**config.mk**
```make
export PLATFORM = sky130hd
export DESIGN_NAME = pcit_decode
export DESIGN_NICKNAME = d
export VERILOG_FILES = /design/src/rtl/pcit_pkg.sv /design/src/rtl/pcit_cmd_classify.sv /design/src/rtl/pcit_win_match.sv /design/src/rtl/pcit_lane_gen.sv /design/src/rtl/pcit_decode.sv
export SDC_FILE = /design/constraint.sdc
export NUM_CORES = 1
export LEC_CHECK = 0
export BUFFER_PORTS_ARGS = -buffer_cell sky130_fd_sc_hd__buf_2
export CORE_UTILIZATION = 35
export CTS_CLUSTER_DIAMETER = 120
export DETAILED_ROUTE_END_ITERATION = 7
export GPL_TIMING_DRIVEN = 0
export PLACE_DENSITY = 0.74
export SLEW_MARGIN = 15
export SYNTH_ARGS = -nofsm -noshare
export SYNTH_HDL_FRONTEND = slang
export SYNTH_SLANG_ARGS = --single-unit
export TNS_END_PERCENT = 10
```
**constraint.sdc**
```tcl
create_clock -name clk -period 1.4 [get_ports clk]
set_input_delay 0.28 -clock clk [delete_from_list [all_inputs] [get_ports clk]]
set_output_delay 0.28 -clock clk [all_outputs]
set_load 0.01 [all_outputs]
```
**src/rtl/pcit_pkg.sv**
```systemverilog
package pcit_pkg;
  localparam int ADDR_W = 32;
  localparam int LANES  = ADDR_W / 8;

  typedef enum logic [1:0] {
    K_NONE = 2'b00,
    K_CFG  = 2'b01,
    K_MEM  = 2'b10,
    K_IO   = 2'b11
  } space_e;

  typedef struct packed {
    logic   valid;
    space_e space;
    logic   write;
  } cmd_t;
endpackage

```
**src/rtl/pcit_cmd_classify.sv**
```systemverilog
module pcit_cmd_classify
  import pcit_pkg::*;
(
  input  logic [3:0] cbe_n,
  output cmd_t       info
);
  always_comb begin
    info.valid = 1'b1;
    info.write = cbe_n[0];
    unique case (cbe_n)
      4'b0010, 4'b0011:                   info.space = K_IO;
      4'b0110, 4'b0111, 4'b1100,
      4'b1110, 4'b1111:                   info.space = K_MEM;
      4'b1010, 4'b1011:                   info.space = K_CFG;
      default: begin
        info.space = K_NONE;
        info.valid = 1'b0;
        info.write = 1'b0;
      end
    endcase
  end
endmodule

```
**src/rtl/pcit_win_match.sv**
```systemverilog
module pcit_win_match
  import pcit_pkg::*;
#(
  parameter logic [ADDR_W-1:0] BASE   = '0,
  parameter int                SIZE_W = 8,
  parameter bit                ENABLE = 1'b1
) (
  input  logic [ADDR_W-1:0] addr,
  output logic              hit
);
  localparam int TOP = ADDR_W - 1;

  generate
    if (ENABLE) begin : g_on
      assign hit = (addr[TOP:SIZE_W] == BASE[TOP:SIZE_W]);
    end else begin : g_off
      assign hit = 1'b0;
    end
  endgenerate
endmodule

```
**src/rtl/pcit_lane_gen.sv**
```systemverilog
module pcit_lane_gen
  import pcit_pkg::*;
(
  input  logic [LANES-1:0] cbe_n,
  input  space_e           space,
  input  logic             write,
  input  logic             live,
  output logic [LANES-1:0] wr_lane,
  output logic [LANES-1:0] rd_lane,
  output logic             illegal
);
  logic [LANES-1:0] en;
  logic             run_ok;

  function automatic logic one_run(input logic [LANES-1:0] v);
    logic started, gapped, broken;
    started = 1'b0;
    gapped  = 1'b0;
    broken  = 1'b0;
    for (int i = 0; i < LANES; i++) begin
      if (v[i]) begin
        if (gapped) broken = 1'b1;
        started = 1'b1;
      end else if (started) begin
        gapped = 1'b1;
      end
    end
    return started && !broken;
  endfunction

  always_comb begin
    en      = ~cbe_n;
    run_ok  = one_run(en);
    illegal = live && (space == K_IO) && !run_ok;
    wr_lane = '0;
    rd_lane = '0;
    if (live && !illegal) begin
      if (write) wr_lane = en;
      else       rd_lane = en;
    end
  end
endmodule

```
**src/rtl/pcit_decode.sv**
```systemverilog
module pcit_decode
  import pcit_pkg::*;
#(
  parameter logic [31:0] MEM_BASE = 32'h8000_0000,
  parameter int          MEM_AW   = 20,
  parameter bit          MEM_EN   = 1'b1,
  parameter logic [31:0] IO_BASE  = 32'h0000_1000,
  parameter int          IO_AW    = 8,
  parameter bit          IO_EN    = 1'b1
) (
  input  logic        clk,
  input  logic        rst,
  input  logic        frame_n,
  input  logic        irdy_n,
  input  logic        idsel,
  input  logic [3:0]  cbe_n,
  input  logic [31:0] ad,
  output logic        devsel_n,
  output logic [1:0]  space,
  output logic        is_write,
  output logic [31:0] addr,
  output logic [3:0]  wr_lane,
  output logic [3:0]  rd_lane,
  output logic        target_abort
);
  typedef enum logic {ST_IDLE, ST_DATA} st_e;

  st_e              state_q;
  logic             frame_prev_q;
  logic             claim_q;
  space_e           space_q;
  logic             write_q;
  logic             abort_q;
  logic [ADDR_W-1:0] addr_q;
  logic [LANES-1:0] wr_q, rd_q;

  cmd_t             cmd_info;
  logic             mem_hit, io_hit, cfg_ok, claim_d;
  logic [LANES-1:0] wr_d, rd_d;
  logic             lane_bad;
  logic             start, finish;

  pcit_cmd_classify u_cls (
    .cbe_n (cbe_n),
    .info  (cmd_info)
  );

  pcit_win_match #(.BASE(MEM_BASE), .SIZE_W(MEM_AW), .ENABLE(MEM_EN)) u_mem_win (
    .addr (ad),
    .hit  (mem_hit)
  );

  pcit_win_match #(.BASE(IO_BASE), .SIZE_W(IO_AW), .ENABLE(IO_EN)) u_io_win (
    .addr (ad),
    .hit  (io_hit)
  );

  pcit_lane_gen u_lane (
    .cbe_n   (cbe_n),
    .space   (space_q),
    .write   (write_q),
    .live    (claim_q && !abort_q),
    .wr_lane (wr_d),
    .rd_lane (rd_d),
    .illegal (lane_bad)
  );

  assign cfg_ok = idsel && (ad[1:0] == 2'b00);

  always_comb begin
    unique case (cmd_info.space)
      K_CFG:   claim_d = cfg_ok;
      K_MEM:   claim_d = mem_hit;
      K_IO:    claim_d = io_hit;
      default: claim_d = 1'b0;
    endcase
  end

  assign start  = (state_q == ST_IDLE) && frame_prev_q && !frame_n;
  assign finish = (state_q == ST_DATA) && frame_n && irdy_n;

  always_ff @(posedge clk) begin
    if (rst) begin
      state_q      <= ST_IDLE;
      frame_prev_q <= 1'b1;
      claim_q      <= 1'b0;
      space_q      <= K_NONE;
      write_q      <= 1'b0;
      abort_q      <= 1'b0;
      addr_q       <= '0;
      wr_q         <= '0;
      rd_q         <= '0;
    end else begin
      frame_prev_q <= frame_n;
      if (start) begin
        state_q <= ST_DATA;
        claim_q <= claim_d;
        space_q <= claim_d ? cmd_info.space : K_NONE;
        write_q <= claim_d && cmd_info.write;
        abort_q <= 1'b0;
        wr_q    <= '0;
        rd_q    <= '0;
        if (!claim_d)                  addr_q <= '0;
        else if (cmd_info.space == K_IO) addr_q <= {ad[ADDR_W-1:2], 2'b00};
        else                           addr_q <= ad;
      end else if (finish) begin
        state_q <= ST_IDLE;
        claim_q <= 1'b0;
        space_q <= K_NONE;
        write_q <= 1'b0;
        abort_q <= 1'b0;
        addr_q  <= '0;
        wr_q    <= '0;
        rd_q    <= '0;
      end else if (state_q == ST_DATA) begin
        wr_q <= wr_d;
        rd_q <= rd_d;
        if (lane_bad) abort_q <= 1'b1;
      end
    end
  end

  assign devsel_n     = !claim_q;
  assign space        = space_q;
  assign is_write     = write_q;
  assign addr         = addr_q;
  assign wr_lane      = wr_q;
  assign rd_lane      = rd_q;
  assign target_abort = abort_q;
endmodule

```
==> results of run 1 <==
[per-layer routing]
layer	wire length (um)	vias to the layer above
li1	-	971
met1	2330	889
met3	284	5
met2	2460	54
met5	0	-
met4	44	0
[kinds of logic (layout without fill, tap and decap cells)]
kind of cell / Yosys count / in the layout / share of synthesized area (%)
AOI/OAI and AO/OA: 56 / 56 / 18.0
and+or+nand+nor: 109 / 109 / 26.6
buffers and inverters: 15 / 116 / 4.72
DFF: 47 / 47 / 50.7
[repair_timing]
action                     4_1_cts  5_1_grt
cloned                           1        0
setup endpoints to repair       45       43
hold buffers                     0        0
pin swaps                        2        5
setup buffers                    6        3
gates resized for setup         11       30
[metrics by stage]
step	setup TNS, ns	cells	worst slack (ns)
2_1_floorplan	0	227	0.00171
3_3_place_gp	-10.25	382	-0.318
3_5_place_dp	-11.13	382	-0.360
4_1_cts	0	395	0.0125
5_1_grt	-0.523	398	-0.0792
6_report	0	398	0.0261
[cell usage in the layout (no fill, tap or decap), types with 2 or more instances in the layout]
master / Yosys / final
sky130_fd_sc_hd__a21oi_1: 5 / 5
sky130_fd_sc_hd__nand4_1: 2 / 2
sky130_fd_sc_hd__buf_4: 1 / 12
sky130_fd_sc_hd__nor4_2: 0 / 3
sky130_fd_sc_hd__clkbuf_4: 0 / 2
sky130_fd_sc_hd__nand3_1: 4 / 3
sky130_fd_sc_hd__o31ai_1: 2 / 2
sky130_fd_sc_hd__nand2_1: 76 / 76
sky130_fd_sc_hd__buf_6: 3 / 4
sky130_fd_sc_hd__dfxtp_1: 47 / 47
sky130_fd_sc_hd__nor2b_1: 3 / 3
sky130_fd_sc_hd__o21ai_1: 18 / 25
sky130_fd_sc_hd__inv_1: 4 / 3
sky130_fd_sc_hd__nor2_1: 7 / 7
sky130_fd_sc_hd__buf_2: 2 / 85
sky130_fd_sc_hd__o21ai_0: 25 / 16
sky130_fd_sc_hd__clkbuf_8: 0 / 6
sky130_fd_sc_hd__nor4_1: 5 / 2
sky130_fd_sc_hd__or2_1: 2 / 2
sky130_fd_sc_hd__o21ai_2: 1 / 3
[worst max path at each step]
stage / end / slack (ns) / depth (start not counted)
after CTS: addr[21]$_SDFFE_PP0P_ / 0.01 / 7
after global routing: space[1]$_SDFFE_PP0P_ / -0.08 / 6
final: space[0]$_SDFFE_PP0P_ / 0.03 / 7
after detailed placement: addr[0]$_SDFFE_PP0P_ / -0.36 / 5
after floorplan: rd_lane[1]$_SDFFE_PP0P_ / 0.002 / 6
after global placement: addr[0]$_SDFFE_PP0P_ / -0.32 / 5
[tightest hold or removal path, cell delays in order]
cell,delay (ns)
sky130_fd_sc_hd__buf_2,0.09
sky130_fd_sc_hd__nand2_1,0.05
sky130_fd_sc_hd__o21ai_1,0.05
[cell type report]
type / count / area share, %
Buffer: 11 / 4.23
Clock buffer: 6 / 2.76
Inverter: 4 / 0.570
Multi-Input combinational cell: 165 / 33.9
Sequential cell: 47 / 35.7
Tap cell: 70 / 3.33
Timing Repair Buffer: 95 / 19.5
[Yosys cell counts]
master / n / area, um^2
sky130_fd_sc_hd__nor3_1: 1 / 5.00
sky130_fd_sc_hd__nor4_1: 5 / 31.3
sky130_fd_sc_hd__nand3_1: 4 / 20.0
sky130_fd_sc_hd__nand2b_1: 2 / 12.5
sky130_fd_sc_hd__nor2b_1: 3 / 18.8
sky130_fd_sc_hd__dfxtp_1: 47 / 941
sky130_fd_sc_hd__or2_2: 1 / 6.26
sky130_fd_sc_hd__a21boi_2: 1 / 11.3
sky130_fd_sc_hd__buf_2: 2 / 10.0
sky130_fd_sc_hd__nand4_1: 2 / 12.5
sky130_fd_sc_hd__nor4b_1: 1 / 8.76
sky130_fd_sc_hd__nand3b_1: 1 / 7.51
sky130_fd_sc_hd__a21oi_2: 1 / 8.76
sky130_fd_sc_hd__or2_1: 2 / 12.5
sky130_fd_sc_hd__nand2_1: 76 / 285
sky130_fd_sc_hd__and3_1: 1 / 6.26
sky130_fd_sc_hd__nor4b_4: 1 / 23.8
sky130_fd_sc_hd__clkbuf_2: 2 / 10.0
sky130_fd_sc_hd__o2111ai_1: 1 / 8.76
sky130_fd_sc_hd__a311oi_4: 1 / 26.3
sky130_fd_sc_hd__o31ai_1: 2 / 15.0
sky130_fd_sc_hd__a21oi_1: 5 / 25.0
sky130_fd_sc_hd__o21ai_0: 25 / 125
sky130_fd_sc_hd__buf_4: 1 / 7.51
sky130_fd_sc_hd__o21ai_1: 18 / 90.1
sky130_fd_sc_hd__clkbuf_1: 3 / 11.3
sky130_fd_sc_hd__a2111oi_2: 1 / 15.0
sky130_fd_sc_hd__buf_6: 3 / 33.8
sky130_fd_sc_hd__o21ai_2: 1 / 8.76
sky130_fd_sc_hd__inv_1: 4 / 15.0
sky130_fd_sc_hd__or3b_1: 2 / 17.5
sky130_fd_sc_hd__nor2_1: 7 / 26.3
[power by group through the flow]
stage               logic [uW]  registers, uW  clock network (uW)
floorplan                  112           1380                   0
global placement           224           1380                   0
detailed placement         225           1380                   0
CTS                        264           1340                 771
global route               305           1350                 833
finish                     279           1340                 745
[sequential cells by signal, summed over array words and instances, names as in the netlist]
signal	cells
frame_prev_q	1
space	2
claim_q	1
is_write	1
target_abort	1
rd_lane	4
wr_lane	4
state_q	1
addr	32
==> reports/summary.txt, run 1 <==
================================================================================
Power per Cell Area ...............................................  899 mW/mm^2
GR Layer Usage met3 ...............................................        4.28%
FF+latch count, synth .............................................           47
Internal power consumption ........................................      1800 uW
Standby leakage power .............................................   0.00114 uW
Setup crit start .................................................. state_q$_SDFFE_PP0P_
Type of the worst setup path ......................................   reg -> reg
End point of the worst hold path .................................. addr[7]$_SDFFE_PP0P_
CP max stage cell ................................................. sky130_fd_sc_hd__dfxtp_1
Power consumption .................................................      2370 uW
Final setup violation count .......................................            0
Kind of path behind the tightest hold check .......................    in -> reg
Worst R2R Setup Slack .............................................      0.03 ns
Post-Synthesis Cell Area .......................................... 0.00186 mm^2
Startpoint of the tightest hold check path ........................        ad[7]
CTS HTree Levels ..................................................            2
Reg2reg path depth ................................................            7
Crit path cell chain .............................................. buf_6, nor2_1, a311oi_4, buf_12, buf_4, a21oi_1, o31ai_1
Number of max-cap violations ......................................            0
Count of port buffers added during placement ......................           85
Buffers plus inverters on the worst setup path ....................            3
FMAX ..............................................................      728 MHz
Most utilized layer in the global route result ....................         met2
Vias ..............................................................        1,919
Time the worst path needs with I/O delays and setup ...............      1.37 ns
Maximum fanout count along the critical path ......................            7
Part of the Yosys area used for sequential elements ...............        50.7%
Final instance area ............................................... 0.00263 mm^2
Post-synthesis area per instance ..................................    8.18 um^2
Clock network power share .........................................        31.5%
Final Wtd Congestion ..............................................        0.764
Max rail drop VDD .................................................     0.582 mV
Number of buffers inserted during clock tree synthesis ............            5
Element type at the critical path end .............................         flop
Total inserted antenna cells ......................................            0
Ports placed on the boundary ......................................           86
Remaining routing DRC violations ..................................            0
Area of placed instances .......................................... 0.00237 mm^2
Syn nets ..........................................................          268
Switching power share of the total ................................        23.9%
Count of different cell masters after synthesis ...................           32
Final hold violation count ........................................            0
Met1 usage ........................................................        24.2%
Net switching power figure ........................................       566 uW
Avg Vias per Cell .................................................         4.82
First-pass GRT wire length ........................................      7760 um
Required time of the worst setup path .............................      1.59 ns
Final Slew Violations .............................................            0
Setup repair after global routing missed its margin ...............         true
CTS Sinks .........................................................           47
Number of cell rows ...............................................           26
Outcome ........................................................... finished clean
Number of DRC markers after the initial detailed-route iteration ..           93
Mapped Cells ......................................................          227
Core outline area ................................................. 0.00511 mm^2
Number of stages on the worst hold path ...........................            3
Die outline height ................................................      74.8 um
Initial core utilization ..........................................        36.4%
Remaining max-slew budget at the tightest pin .....................        68.5%
Fraction of final layout cells with drive strength greater than 1 .        39.3%
Synthesis Warnings ................................................            0
Worst slack on hold paths .........................................     0.216 ns
Seq pwr share .....................................................        56.8%
Final net count ...................................................          370
Launching point of the worst reg2reg path ......................... state_q$_SDFFE_PP0P_
Number of global-route vias before repair .........................        1,675
Gr ovfl total .....................................................            0
Top Family by Delay on Critical Path .............................. buffers and inverters
Sequential Area ...................................................     941 um^2
Clock tree from TritonCTS .........................................         done
Arrival time reported for the critical path endpoint ..............      1.56 ns
Total of fill cells in the finished design ........................          535
Grt met2 use ......................................................        29.7%
Least-Margin Pin Slew .............................................     0.470 ns
Buffer depth of the longest clock path ............................            2
Clk_skew ..........................................................   0.00622 ns
Count of antenna-violating nets left after detailed routing .......            0
Overall die area .................................................. 0.00560 mm^2
Utilization after layout ..........................................        51.6%
Area of the multi-input gates .....................................     893 um^2
Worst-skew pair later-pin latency .................................      0.29 ns
Overall global routing resource usage .............................        18.3%
Final worst-path cycle share ......................................        98.1%
Worst reg2reg path endpoint ....................................... space[0]$_SDFFE_PP0P_
Number of antenna violations at the first check in global routing .            0
Largest net degree at the start of global routing .................           13
Post-Route WL .....................................................      5110 um
CTS root buffer ................................................... sky130_fd_sc_hd__clkbuf_8
Detail-routed net length per standard cell ........................      12.8 um
Area Overhead vs Synth ............................................        41.8%
Combinational power share .........................................        11.8%
Drt first pass iters ..............................................            4
Post-detailed-placement half-perimeter wirelength .................      3620 um
Clock-pin transition on the worst setup and hold timing paths .....      0.08 ns
Startpoint types ..................................................         flop
Largest stage delay on the critical path ..........................      0.31 ns
Horizontal die dimension ..........................................      74.8 um
================================================================================
(Power assumes the default switching activity.)
==> inputs of run 2 (changes only) <==
--- a/config.mk
+++ b/config.mk
@@ -5,14 +5,16 @@
 export SDC_FILE = /design/constraint.sdc
 export NUM_CORES = 1
 export LEC_CHECK = 0
+export ABC_AREA = 1
 export BUFFER_PORTS_ARGS = -buffer_cell sky130_fd_sc_hd__buf_2
 export CORE_UTILIZATION = 35
 export CTS_CLUSTER_DIAMETER = 120
 export DETAILED_ROUTE_END_ITERATION = 7
 export GPL_TIMING_DRIVEN = 0
-export PLACE_DENSITY = 0.74
+export PLACE_DENSITY = 0.72
 export SLEW_MARGIN = 15
 export SYNTH_ARGS = -nofsm -noshare
 export SYNTH_HDL_FRONTEND = slang
+export SYNTH_HIERARCHICAL = 1
 export SYNTH_SLANG_ARGS = --single-unit
 export TNS_END_PERCENT = 10
==> reports/summary.txt, run 2 <==
================================================================================
Setup crit start .................................................. target_abort$_SDFFE_PP0P_   was state_q$_SDFFE_PP0P_
FMAX ..............................................................      801 MHz   was 728 MHz
Remaining routing DRC violations ..................................            0   unchanged
Number of DRC markers after the initial detailed-route iteration ..           77   was 93
Number of cell rows ...............................................           27   was 26
Drt first pass iters ..............................................            4   unchanged
Core outline area ................................................. 0.00568 mm^2   was 0.00511 mm^2
Avg Vias per Cell .................................................         4.66   was 4.82
Most numerous cell on the critical path ........................... sky130_fd_sc_hd__nor2_1
Count of port buffers added during placement ......................           85   unchanged
Worst slack on hold paths .........................................     0.134 ns   was 0.216 ns
Worst reg2reg path endpoint ....................................... wr_lane[3]$_SDFFE_PP0P_   was space[0]$_SDFFE_PP0P_
Post-synthesis area per instance ..................................    7.05 um^2   was 8.18 um^2
Number of antenna violations at the first check in global routing .            0   unchanged
Least-Margin Pin Slew .............................................     0.238 ns   was 0.470 ns
Post-Synthesis Cell Area .......................................... 0.00211 mm^2   was 0.00186 mm^2
Largest stage delay on the critical path ..........................      0.35 ns   was 0.31 ns
Synthesis Warnings ................................................            6   was 0
Syn nets ..........................................................          341   was 268
Final hold violation count ........................................            0   unchanged
Kind of path behind the tightest hold check .......................    in -> reg   unchanged
Arrival time reported for the critical path endpoint ..............      1.44 ns   was 1.56 ns
Final Wtd Congestion ..............................................        0.761   was 0.764
Vias ..............................................................        2,168   was 1,919
Final Non-Filler Cells ............................................          465   was 398
Largest net degree at the start of global routing .................           14   was 13
Final Slew Violations .............................................            0   unchanged
Clk_skew ..........................................................   0.00595 ns   was 0.00622 ns
Number of gates on the worst path with buffers counted ............            8   was 7
Most common library cell in the layout ignoring fill and taps ..... sky130_fd_sc_hd__nand2_1   was sky130_fd_sc_hd__buf_2
Count of antenna-violating nets left after detailed routing .......            0   unchanged
Overall global routing resource usage .............................        18.1%   was 18.3%
Detail-routed net length per standard cell ........................      11.6 um   was 12.8 um
Mapped Cells ......................................................          300   was 227
Clock tree from TritonCTS .........................................         done   unchanged
Outcome ........................................................... finished clean   unchanged
Number of max-cap violations ......................................            0   unchanged
Number of buffers inserted during clock tree synthesis ............            5   unchanged
Final worst-path cycle share ......................................        89.2%   was 98.1%
Standby leakage power .............................................   0.00149 uW   was 0.00114 uW
Element type at the critical path end .............................         flop   unchanged
Final net count ...................................................          433   was 370
Gr ovfl total .....................................................            0   unchanged
Die outline height ................................................      79.7 um   was 74.8 um
Post-Route Setup TNS ..............................................         0 ns   unchanged
Clock-pin transition on the worst setup and hold timing paths .....      0.09 ns   was 0.08 ns
Max FFs per register ..............................................           32   unchanged
Worst-skew pair later-pin latency .................................      0.30 ns   was 0.29 ns
Worst R2R Setup Slack .............................................      0.15 ns   was 0.03 ns
Commonest non-fill, non-tap cells in the layout ................... sky130_fd_sc_hd__nand2_1, sky130_fd_sc_hd__buf_2, sky130_fd_sc_hd__dfxtp_1   was sky130_fd_sc_hd__buf_2, sky130_fd_sc_hd__nand2_1, sky130_fd_sc_hd__dfxtp_1
Buffers plus inverters on the worst setup path ....................            0   was 3
Total inserted antenna cells ......................................            0   unchanged
Required time of the worst setup path .............................      1.59 ns   about the same
Power per Cell Area ...............................................  932 mW/mm^2   was 899 mW/mm^2
Launching point of the worst reg2reg path ......................... target_abort$_SDFFE_PP0P_   was state_q$_SDFFE_PP0P_
CTS Sinks .........................................................           47   unchanged
Horizontal die dimension ..........................................      79.7 um   was 74.8 um
Number of global-route vias before repair .........................        1,981   was 1,675
Reg2reg path depth ................................................            8   was 7
CP max stage cell ................................................. sky130_fd_sc_hd__dfxtp_1   unchanged
Max rail drop VDD .................................................     0.411 mV   was 0.582 mV
Type of the worst setup path ......................................   reg -> reg   unchanged
Placed cell count .................................................          457   was 382
Post CTS Setup Buffer Count .......................................            0   was 6
Top Family by Delay on Critical Path .............................. simple AND/OR/NAND/NOR gates   was buffers and inverters
Endpoint of the worst setup timing path ........................... wr_lane[3]$_SDFFE_PP0P_   was space[0]$_SDFFE_PP0P_
First-pass GRT wire length ........................................      9020 um   was 7760 um
Ports placed on the boundary ......................................           86   unchanged
Post-detailed-placement half-perimeter wirelength .................      4020 um   was 3620 um
Overall die area .................................................. 0.00636 mm^2   was 0.00560 mm^2
Initial core utilization ..........................................        37.3%   was 36.4%
CTS root buffer ................................................... sky130_fd_sc_hd__clkbuf_8   unchanged
Utilization after layout ..........................................        48.2%   was 51.6%
Startpoint types ..................................................         flop   unchanged
Fraction of final layout cells with drive strength greater than 1 .        30.5%   was 39.3%
Maximum fanout count along the critical path ......................            8   was 7
CTS HTree Levels ..................................................            2   unchanged
Post-Route WL .....................................................      5400 um   was 5110 um
Buffer depth of the longest clock path ............................            2   unchanged
Remaining max-slew budget at the tightest pin .....................        84.2%   was 68.5%
Area Overhead vs Synth ............................................        29.4%   was 41.8%
Time the worst path needs with I/O delays and setup ...............      1.25 ns   was 1.37 ns
Crit path cell chain .............................................. nor2_2, nand3_1, nor2_1, nand3_2, nand2_4, nor2_1, nand2_1, a21oi_1   was buf_6, nor2_1, a311oi_4, buf_12, buf_4, a21oi_1, o31ai_1
Final setup violation count .......................................            0   unchanged
================================================================================
[run 2: stage by stage]
step           instance area (um^2)  total power, uW  setup WS (ns)
3_3_place_gp                   2630             1770         -0.289
6_report                       2740             2550          0.151
2_1_floorplan                  2110             1620          0.157
4_1_cts                        2710             2570        0.00889
5_1_grt                        2740             2680        -0.0140
3_5_place_dp                   2630             1770         -0.317
[run 2: layout make-up]
type / instances / area (um^2)
fillers: 619 / 2940
clock buffers: 7 / 76.3
plain buffers: 14 / 98.8
multi-input cells: 211 / 992
flip-flops and latches: 47 / 941
clock inverters: 1 / 5.00
repair buffers: 85 / 425
inverters: 28 / 108
well taps: 72 / 90.1
[run 2: how the worst min path moves through the flow]
stage,end,depth (start not counted),start
CTS,state_q$_SDFFE_PP0P_,2,rst
floorplan,state_q$_SDFFE_PP0P_,1,rst
finish,state_q$_SDFFE_PP0P_,2,rst
detailed placement,addr[14]$_SDFFE_PP0P_,2,addr[14]$_SDFFE_PP0P_
global route,state_q$_SDFFE_PP0P_,2,rst
global placement,addr[11]$_SDFFE_PP0P_,2,addr[11]$_SDFFE_PP0P_
[run 2: repair_timing]
action / CTS / global route
hold buffers: 0 / 0
endpoints found under the setup margin: 0 / 39
gates resized for setup: 0 / 7
[run 2: routing by layer]
layer | track usage, % | wire length [um] | up-vias
li1 | - | - | 1145
met1 | 22.7 | 2490 | 952
met2 | 29.9 | 2470 | 66
met3 | 5.71 | 407 | 5
met4 | 4.36 | 37 | 0
met5 | 0 | 0 | -
[run 2: power breakdown]
part	leakage, uW	internal [uW]	switching (uW)
clock	0.0000422	352	450
sequential	0.000380	1360	15.1
combinational	0.00106	133	239
total	0.00149	1850	704
[run 2: worst register-to-register path, delay by kind of cell, from the launching register on]
kind | cells | cell delay, ns
simple gates | 7 | 0.73
flops | 1 | 0.35
compound gates | 1 | 0.07
